### config.mk
export PLATFORM = sky130hd
export DESIGN_NAME = flag_alu
export DESIGN_NICKNAME = d
export VERILOG_FILES = /design/src/rtl/flag_alu_pkg.sv /design/src/rtl/alu_addsub.sv /design/src/rtl/alu_logic.sv /design/src/rtl/alu_shifter.sv /design/src/rtl/alu_flag_reg.sv /design/src/rtl/flag_alu.sv
export SDC_FILE = /design/constraint.sdc
export NUM_CORES = 2
export LEC_CHECK = 0
export BUFFER_PORTS_ARGS = -buffer_cell sky130_fd_sc_hd__buf_4
export CORE_MARGIN = 1
export CORE_UTILIZATION = 60
export CTS_BUF_LIST = sky130_fd_sc_hd__clkbuf_8
export CTS_CLUSTER_DIAMETER = 120
export DETAILED_ROUTE_END_ITERATION = 12
export HOLD_SLACK_MARGIN = 0.05
export PLACE_DENSITY = 0.88
export SYNTH_ARGS = -nofsm -noshare
export SYNTH_HDL_FRONTEND = slang
export SYNTH_SLANG_ARGS = --single-unit
export TNS_END_PERCENT = 100
### constraint.sdc
create_clock -name clk -period 24.4 [get_ports clk]
set_input_delay 6.1 -clock clk [delete_from_list [all_inputs] [get_ports clk]]
set_output_delay 6.1 -clock clk [all_outputs]
set_load 0.02 [all_outputs]
### src/rtl/flag_alu_pkg.sv
package flag_alu_pkg;

   localparam int OP_W = 4;

   typedef enum logic [OP_W-1:0] {
      OP_ADD = 4'd0,
      OP_SUB = 4'd1,
      OP_AND = 4'd2,
      OP_ORR = 4'd3,
      OP_EOR = 4'd4,
      OP_MVN = 4'd5,
      OP_LSL = 4'd6,
      OP_LSR = 4'd7,
      OP_ASR = 4'd8,
      OP_MUL = 4'd9
   } alu_op_e;

   localparam logic [OP_W-1:0] OP_LAST = 4'd9;

   typedef struct packed {
      logic n;
      logic z;
      logic c;
      logic v;
   } alu_flags_t;

endpackage

### src/rtl/alu_addsub.sv
module alu_addsub #(
   parameter int W = 32
) (
   input  logic [W-1:0] a_i,
   input  logic [W-1:0] b_i,
   input  logic         sub_i,
   output logic [W-1:0] sum_o,
   output logic         carry_o,
   output logic         ovf_o
);
   logic [W-1:0] b_eff;
   logic [W:0]   total;

   // subtract is a + ~b + 1, so carry out is the inverse of borrow
   assign b_eff = b_i ^ {W{sub_i}};
   assign total = {1'b0, a_i} + {1'b0, b_eff} + {{W{1'b0}}, sub_i};

   assign sum_o   = total[W-1:0];
   assign carry_o = total[W];
   assign ovf_o   = (a_i[W-1] == b_eff[W-1]) && (total[W-1] != a_i[W-1]);
endmodule

### src/rtl/alu_logic.sv
module alu_logic
   import flag_alu_pkg::*;
#(
   parameter int W = 32
) (
   input  alu_op_e      op_i,
   input  logic [W-1:0] a_i,
   input  logic [W-1:0] b_i,
   output logic [W-1:0] res_o
);
   logic [W-1:0] prod;

   assign prod = a_i * b_i;   // low W bits kept

   always_comb begin
      case (op_i)
         OP_AND:  res_o = a_i & b_i;
         OP_ORR:  res_o = a_i | b_i;
         OP_EOR:  res_o = a_i ^ b_i;
         OP_MVN:  res_o = ~b_i;
         OP_MUL:  res_o = prod;
         default: res_o = '0;
      endcase
   end
endmodule

### src/rtl/alu_shifter.sv
module alu_shifter #(
   parameter int W      = 32,
   parameter int SW     = 5,
   parameter bit STAGED = 1'b1
) (
   input  logic [W-1:0]  a_i,
   input  logic [SW-1:0] amt_i,
   input  logic          right_i,
   input  logic          arith_i,
   output logic [W-1:0]  res_o,
   output logic          cout_o,
   output logic          cvalid_o
);
   localparam int EW = SW + 1;   // effective right amount reaches W

   logic [EW-1:0] eff_amt;
   logic          fill;
   logic [W:0]    lwide;   // {carry, result}
   logic [W:0]    rwide;   // {result, carry}

   assign eff_amt = (amt_i == '0) ? EW'(W) : {1'b0, amt_i};
   assign fill    = arith_i & a_i[W-1];

   if (STAGED) begin : g_staged
      always_comb begin
         lwide = {1'b0, a_i};
         for (int k = 0; k < SW; k++) begin
            if (amt_i[k]) lwide = lwide << (1 << k);
         end
      end
      always_comb begin
         rwide = {a_i, 1'b0};
         for (int k = 0; k < EW; k++) begin
            if (eff_amt[k]) begin
               rwide = (rwide >> (1 << k)) |
                       (fill ? ~({(W+1){1'b1}} >> (1 << k)) : '0);
            end
         end
      end
   end else begin : g_flat
      logic [W+1:0] rsrc;
      logic [W+1:0] rsh;
      assign rsrc  = {fill, a_i, 1'b0};
      assign rsh   = $unsigned($signed(rsrc) >>> eff_amt);
      assign lwide = {1'b0, a_i} << amt_i;
      assign rwide = rsh[W:0];
   end

   assign res_o    = right_i ? rwide[W:1] : lwide[W-1:0];
   assign cout_o   = right_i ? rwide[0]   : lwide[W];
   assign cvalid_o = right_i | (amt_i != '0);
endmodule

### src/rtl/alu_flag_reg.sv
module alu_flag_reg
   import flag_alu_pkg::*;
(
   input  logic       clk,
   input  logic       rst_n,
   input  logic       en_i,
   input  alu_flags_t d_i,
   output alu_flags_t q_o
);
   always_ff @(posedge clk or negedge rst_n) begin
      if (!rst_n)    q_o <= '0;
      else if (en_i) q_o <= d_i;
   end
endmodule

### src/rtl/flag_alu.sv
module flag_alu
   import flag_alu_pkg::*;
#(
   parameter int DATA_W       = 32,
   parameter int SHAMT_W      = 5,
   parameter bit STAGED_SHIFT = 1'b1
) (
   input  logic               clk,
   input  logic               rst_n,
   input  logic [3:0]         op_i,
   input  logic [DATA_W-1:0]  a_i,
   input  logic [DATA_W-1:0]  b_i,
   input  logic [SHAMT_W-1:0] shamt_i,
   input  logic               flag_we_i,
   output logic [DATA_W-1:0]  result_o,
   output logic [3:0]         flags_o
);
   if (DATA_W != (1 << SHAMT_W)) begin : g_bad_width
      $error("flag_alu: DATA_W must equal 2**SHAMT_W");
   end
   if (SHAMT_W < 1) begin : g_bad_shamt
      $error("flag_alu: SHAMT_W must be at least 1");
   end

   alu_op_e      op;
   logic         op_known;
   logic         is_arith, is_shift;
   logic [DATA_W-1:0] as_res, lg_res, sh_res;
   logic         as_c, as_v, sh_c, sh_cv;
   alu_flags_t   cur, nxt;

   assign op       = alu_op_e'(op_i);
   assign op_known = (op_i <= OP_LAST);
   assign is_arith = (op == OP_ADD) || (op == OP_SUB);
   assign is_shift = (op == OP_LSL) || (op == OP_LSR) || (op == OP_ASR);

   alu_addsub #(.W(DATA_W)) u_addsub (
      .a_i     (a_i),
      .b_i     (b_i),
      .sub_i   (op == OP_SUB),
      .sum_o   (as_res),
      .carry_o (as_c),
      .ovf_o   (as_v)
   );

   alu_logic #(.W(DATA_W)) u_logic (
      .op_i  (op),
      .a_i   (a_i),
      .b_i   (b_i),
      .res_o (lg_res)
   );

   alu_shifter #(.W(DATA_W), .SW(SHAMT_W), .STAGED(STAGED_SHIFT)) u_shift (
      .a_i      (a_i),
      .amt_i    (shamt_i),
      .right_i  ((op == OP_LSR) || (op == OP_ASR)),
      .arith_i  (op == OP_ASR),
      .res_o    (sh_res),
      .cout_o   (sh_c),
      .cvalid_o (sh_cv)
   );

   always_comb begin
      if (!op_known)     result_o = '0;
      else if (is_arith) result_o = as_res;
      else if (is_shift) result_o = sh_res;
      else               result_o = lg_res;
   end

   always_comb begin
      nxt.n = result_o[DATA_W-1];
      nxt.z = (result_o == '0);
      if (is_arith)                nxt.c = as_c;
      else if (is_shift && sh_cv)  nxt.c = sh_c;
      else                         nxt.c = cur.c;
      nxt.v = is_arith ? as_v : cur.v;
   end

   alu_flag_reg u_flags (
      .clk   (clk),
      .rst_n (rst_n),
      .en_i  (flag_we_i && op_known),
      .d_i   (nxt),
      .q_o   (cur)
   );

   assign flags_o = cur;
endmodule

# ---- Word-level counts from Yosys, hierarchy flattened
# Index checks and enable logic that the tools add are counted.
dict set report word_totals {
  ff_bits 4
  latchBits 0
  mem_bits_rw 0
  romBits 0
  inputBits 76
  output_inout_bits 36
  word_cells 72
  memories 0
}
dict set report classes {
  addsub 2
  n_mul 1
  n_div 0
  magnitude_cmp 1
  n_eq_ne 11
  n_shift 0
  muxes 26
  bitwise_logic 13
  n_reduce_logical 14
}
# op n
set ops {}
lappend ops {{33-bit two-way mux} 17}
lappend ops {{32-bit one-hot mux with 5 select lines} 1}
lappend ops {{32-bit two-way mux} 4}
lappend ops {{32-bit bitwise XOR} 2}
lappend ops {{32-bit by 32-bit adder with 33-bit output} 1}
lappend ops {{33-bit by 1-bit adder with 33-bit output} 1}
lappend ops {{1-bit by 33-bit bitwise OR with 33-bit output} 1}
lappend ops {{17-bit by 33-bit bitwise OR with 33-bit output} 1}
lappend ops {{25-bit by 33-bit bitwise OR with 33-bit output} 1}
lappend ops {{29-bit by 33-bit bitwise OR with 33-bit output} 1}
lappend ops {{31-bit by 33-bit bitwise OR with 33-bit output} 1}
lappend ops {{32-bit by 33-bit bitwise OR with 33-bit output} 1}
lappend ops {{32-bit bitwise AND} 1}
lappend ops {{32-bit zero test} 1}
lappend ops {{32-bit by 32-bit multiplier with 32-bit output} 1}
lappend ops {{32-bit inverter} 1}
lappend ops {{32-bit bitwise OR} 1}
lappend ops {{4-bit by 3-bit == test with 1-bit output, second input constant} 4}
lappend ops {{4-bit by 2-bit == test with 1-bit output, second input constant} 2}
lappend ops {{4-bit == test, second input constant} 2}
lappend ops {{6-bit two-way mux} 1}
lappend ops {{5-bit zero test} 1}
lappend ops {{5-bit nonzero test} 1}
lappend ops {{4-bit by 1-bit == test with 1-bit output, second input constant} 1}
lappend ops {{other kinds (11)} 19}

# ---- Logic depth before layout (Yosys ltp)
dict set report depth {
  word_depth 20
  ltp_mapped 33
  mapped_depth_nobuf 29
}

# ---- Modules after synthesis
# Synthesis repeated with hierarchy kept, for this count alone.
dict set report unflattened {
  cells_unflattened 3059
  area_unflattened_um2 24955.2
}
# mod n_inst cells_each area_each_um2
set by_module_without_submodules {}
lappend by_module_without_submodules {alu_logic 1 1964 16633.5}
lappend by_module_without_submodules {alu_shifter 1 515 4370.4}
lappend by_module_without_submodules {alu_addsub 1 277 1999.4}
lappend by_module_without_submodules {flag_alu 1 295 1806.7}
lappend by_module_without_submodules {alu_flag_reg 1 8 145.1}

# ---- Worst setup path after synthesis
# Ideal clock, no wire load.
dict set report synth_path {
  path_type {input port to output port}
  start {input a_i[7]}
  end {output result_o[25]}
  arrival_time_ps 13090
  slack_ps 5210
  path_stages 25
  path_buffers 2
  cell_sequence {clkbuf_1 -> clkbuf_1 -> inv_1 -> nor2_1 -> fa_1 -> inv_1 -> fa_1 -> fa_1 -> fa_1 -> inv_1 -> ha_1 -> ha_1 -> fa_1 -> fa_1 -> ha_1 -> a2111oi_0 -> a211oi_1 -> o21a_1 -> a31o_2 -> a221oi_1 -> nor2b_1 -> o21ai_0 -> mux2i_1 -> a211oi_1 -> a21oi_1}
}
dict set report synth_between {
  elab_chain_len 9
}
# element line_no
set synth_rtl {}
lappend synth_rtl {{from (decl)} flag_alu.sv:11} ;# input logic [DATA_W-1:0] a_i,
lappend synth_rtl {{parallel branches: the longest is 7 deep, another holds 32-bit by 32-bit multiplier with 32-bit output} --}
lappend synth_rtl {{32-bit two-way mux *} flag_alu.sv:65} ;# else if (is_arith) result_o = as_res;
lappend synth_rtl {{32-bit two-way mux *} flag_alu.sv:64} ;# if (!op_known) result_o = '0;
lappend synth_rtl {{to (decl)} flag_alu.sv:15} ;# output logic [DATA_W-1:0] result_o,
# Every way passes the cells marked *.

# ---- Worst setup path after layout
dict set report layout_path {
  start {input a_i[6]}
  end {output result_o[25]}
}
# Same word-level chain as after synthesis.

==> results.sh <==
export IMPL_status="finished with violations"
export IMPL_violations="max-capacitance violations, max-slew violations"
export IMPL_relSlewSlack=-0.0133
export IMPL_grt_overflow=0
export IMPL_numCtsBuffers=3
export IMPL_start_util=0.612
export IMPL_finalSetupViolCount=0
export IMPL_route_detailed_drc=0
export IMPL_ys_seq_elements=4
export IMPL_clock_latency_ps=220
export IMPL_arrival_ps=15370
export IMPL_required_ps=18300
export IMPL_syn_avg_cell_area_um2=8.02
export IMPL_place_congestion=1.10
export IMPL_cts_tree="done"
export IMPL_synth_ff_type="dfrtp_1"
export IMPL_syn_inst=2972
export IMPL_worst_pin_slew_ps=1520
export IMPL_grt_pass1_wl_um=158000
export IMPL_cts_resized=0
export IMPL_n_fill_cell=3307
export IMPL_fin_skew_ps=0
export IMPL_reg2reg_from="u_flags.q_o[3]"
export IMPL_drive_gt1_frac=0.0844
export IMPL_maxCapViolCount=1
export IMPL_path_class="in2out"
export IMPL_min_from="u_flags.q_o[2]"
export IMPL_post_cts_buffers=0
export IMPL_grt_pass1_vias=24880
export IMPL_mostFrequentLayoutCells="inv_1 (442), fa_1 (409), nor2_1 (398)"
export IMPL_period_share=0.880
export IMPL_grt_setup_unrepaired="no"
export IMPL_dr_pass1_iters=7
export IMPL_die_y_um=201
export IMPL_viasPerCell=7.01
export IMPL_crit_fanout=20
export IMPL_finalCriticalPeriod_ps=21470
export IMPL_fp_dieW_um=201
export IMPL_drtIter0Drc=3557
export IMPL_tns_ps=0
export IMPL_hold_violations=0
export IMPL_port_buffers=111
export IMPL_fmax_ghz=0.0466
export IMPL_reg_top3="u_flags.q_o x4"
export IMPL_layout_commonest_cell="inv_1"
export IMPL_synth_area_um2=23800
export IMPL_std_cell_rows=72
export IMPL_grt_max_degree=61
export IMPL_cp_start_kind="input pin"
export IMPL_dr_wl_met2_um=42900
export IMPL_dieArea_um2=40500
export IMPL_syn_nets=3675
export IMPL_area_growth_pct=4.52
export IMPL_ant_nets=0
export IMPL_htree_num_levels=1
export IMPL_largest_reg_flops=4
export IMPL_cts_sinks=4
export IMPL_vias=24324
export IMPL_avgRoutedWirePerCell_um=30.6
export IMPL_slew_viol_final=3
export IMPL_synth_edff_count=0
export IMPL_grtUsageTotal=0.529
export IMPL_wl_met3_um=17700
export IMPL_async_reset_ff_frac=1.00
export IMPL_cts_hold_fix_buffers=0
export IMPL_routed_top_layer="met5"
export IMPL_coreArea_um2=38900
export IMPL_wl_met1_um=36500
export IMPL_antenna_found_initial=5
export IMPL_root_buffer="clkbuf_8"
export IMPL_hold_class="reg2reg"
export IMPL_wirelength_um=106000
export IMPL_top_register="u_flags.q_o"
export IMPL_fin_nets=3643
export IMPL_seq_area_frac_synth=0.00420
export IMPL_end_kind="primary output"
export IMPL_ios=112
export IMPL_dpl_hpwl_um=78900
export IMPL_cp_startpoint="a_i[6]"
export IMPL_ys_types=93
export IMPL_clkSlewWorstSetupHoldPaths_ps=30
export IMPL_cts_path_max_buffers=2
export IMPL_synth_warnings=0
==> metrics by stage <==
stage / setup slack [ps] / cells / hold WS (ps) / util / instance area [um^2]
2_1_floorplan: 5210 / 2972 / 583 / - / 23800
3_3_place_gp: 3720 / 3453 / 483 / 0.638 / 24800
3_5_place_dp: 3460 / 3453 / 493 / 0.638 / 24800
4_1_cts: 3420 / 3456 / 503 / 0.639 / 24900
5_1_grt: 2820 / 3458 / 534 / 0.640 / 24900
6_report: 2930 / 3468 / 508 / 0.640 / 24900
==> Yosys cell counts, types with 7 or more instances <==
master	instances	area, um^2
a22o_1	8	70.1
nor2b_1	17	106
ha_1	218	2730
o221ai_1	9	78.8
a311oi_1	10	87.6
o21ai_0	107	536
or3_1	10	62.6
and3_1	13	81.3
a21o_1	29	218
clkinv_1	22	82.6
a21oi_1	121	606
nand2_1	371	1390
o211ai_1	34	255
buf_1	27	101
a211o_1	8	70.1
nand3_1	22	110
a221oi_1	16	140
xor2_1	23	201
a31oi_1	19	119
nand4_1	9	56.3
o22ai_1	20	125
a22oi_1	12	90.1
buf_2	22	110
a211oi_1	20	150
mux2i_1	54	541
and2_1	10	62.6
nor4_1	8	50.1
or2_2	7	43.8
nor3_1	23	115
mux2_2	22	248
nand2b_1	13	81.3
nor2_1	398	1490
inv_1	442	1660
o31ai_1	9	67.6
o21a_1	16	120
a2111oi_0	7	61.3
xnor2_1	102	893
mux4_2	40	901
clkbuf_1	124	465
fa_1	409	8190
==> critical path, cell delays in order <==
cell,delay [ps]
buf_4,410
clkinv_1,940
nor2_1,370
fa_1,460
inv_1,80
fa_1,430
fa_1,490
fa_1,550
inv_1,50
ha_1,280
ha_1,300
fa_1,520
fa_1,440
ha_1,370
a2111oi_0,800
a211oi_1,290
o21a_1,300
a31o_2,280
a221oi_1,290
nor2b_1,80
o21ai_0,240
mux2i_1,430
a211oi_1,160
a21oi_1,420
buf_4,230
==> cell families (layout without fill, tap and decap cells) <==
kind of cell	Yosys count	after routing	share of synthesized area
and+or+nand+nor	928	928	0.164
buffers and inverters	654	620	0.107
adders and majority gates	627	627	0.458
AOI/OAI and AO/OA	510	510	0.143
xor gates and xnor gates	125	125	0.0459
muxes	124	124	0.0774
DFF	4	4	0.00420
other	0	12	0
==> cell type report <==
class | instances | area (um^2) | area share
Antenna cell | 12 | 30.0 | 0.00121
Clock buffer | 3 | 41.3 | 0.00166
Inverter | 469 | 1760 | 0.0707
Timing Repair Buffer | 148 | 1110 | 0.0446
Multi-Input combinational cell | 2314 | 21200 | 0.852
Sequential cell | 4 | 100 | 0.00402
Tap cell | 518 | 648 | 0.0260
==> metal layers <==
metal,track usage,up-vias
met4,0.342,2
met5,0.00833,-
li1,-,9645
met2,0.750,2263
met3,0.215,632
met1,0.665,11782
==> path summary, 6_finish.rpt <==
path,cells after the start,end,slack [ps]
max in group asynchronous,1,u_flags.q_o[2],18630
min in group asynchronous,1,u_flags.q_o[3],5670
min,2,u_flags.q_o[2],510
max reg2reg,1,u_flags.q_o[3],23700
max,25,result_o[25],2930
min reg2reg,2,u_flags.q_o[2],510
Power is left out: the tool's default activity adds up to more than one toggle a clock period on the data nets, which glitch-free logic cannot reach.
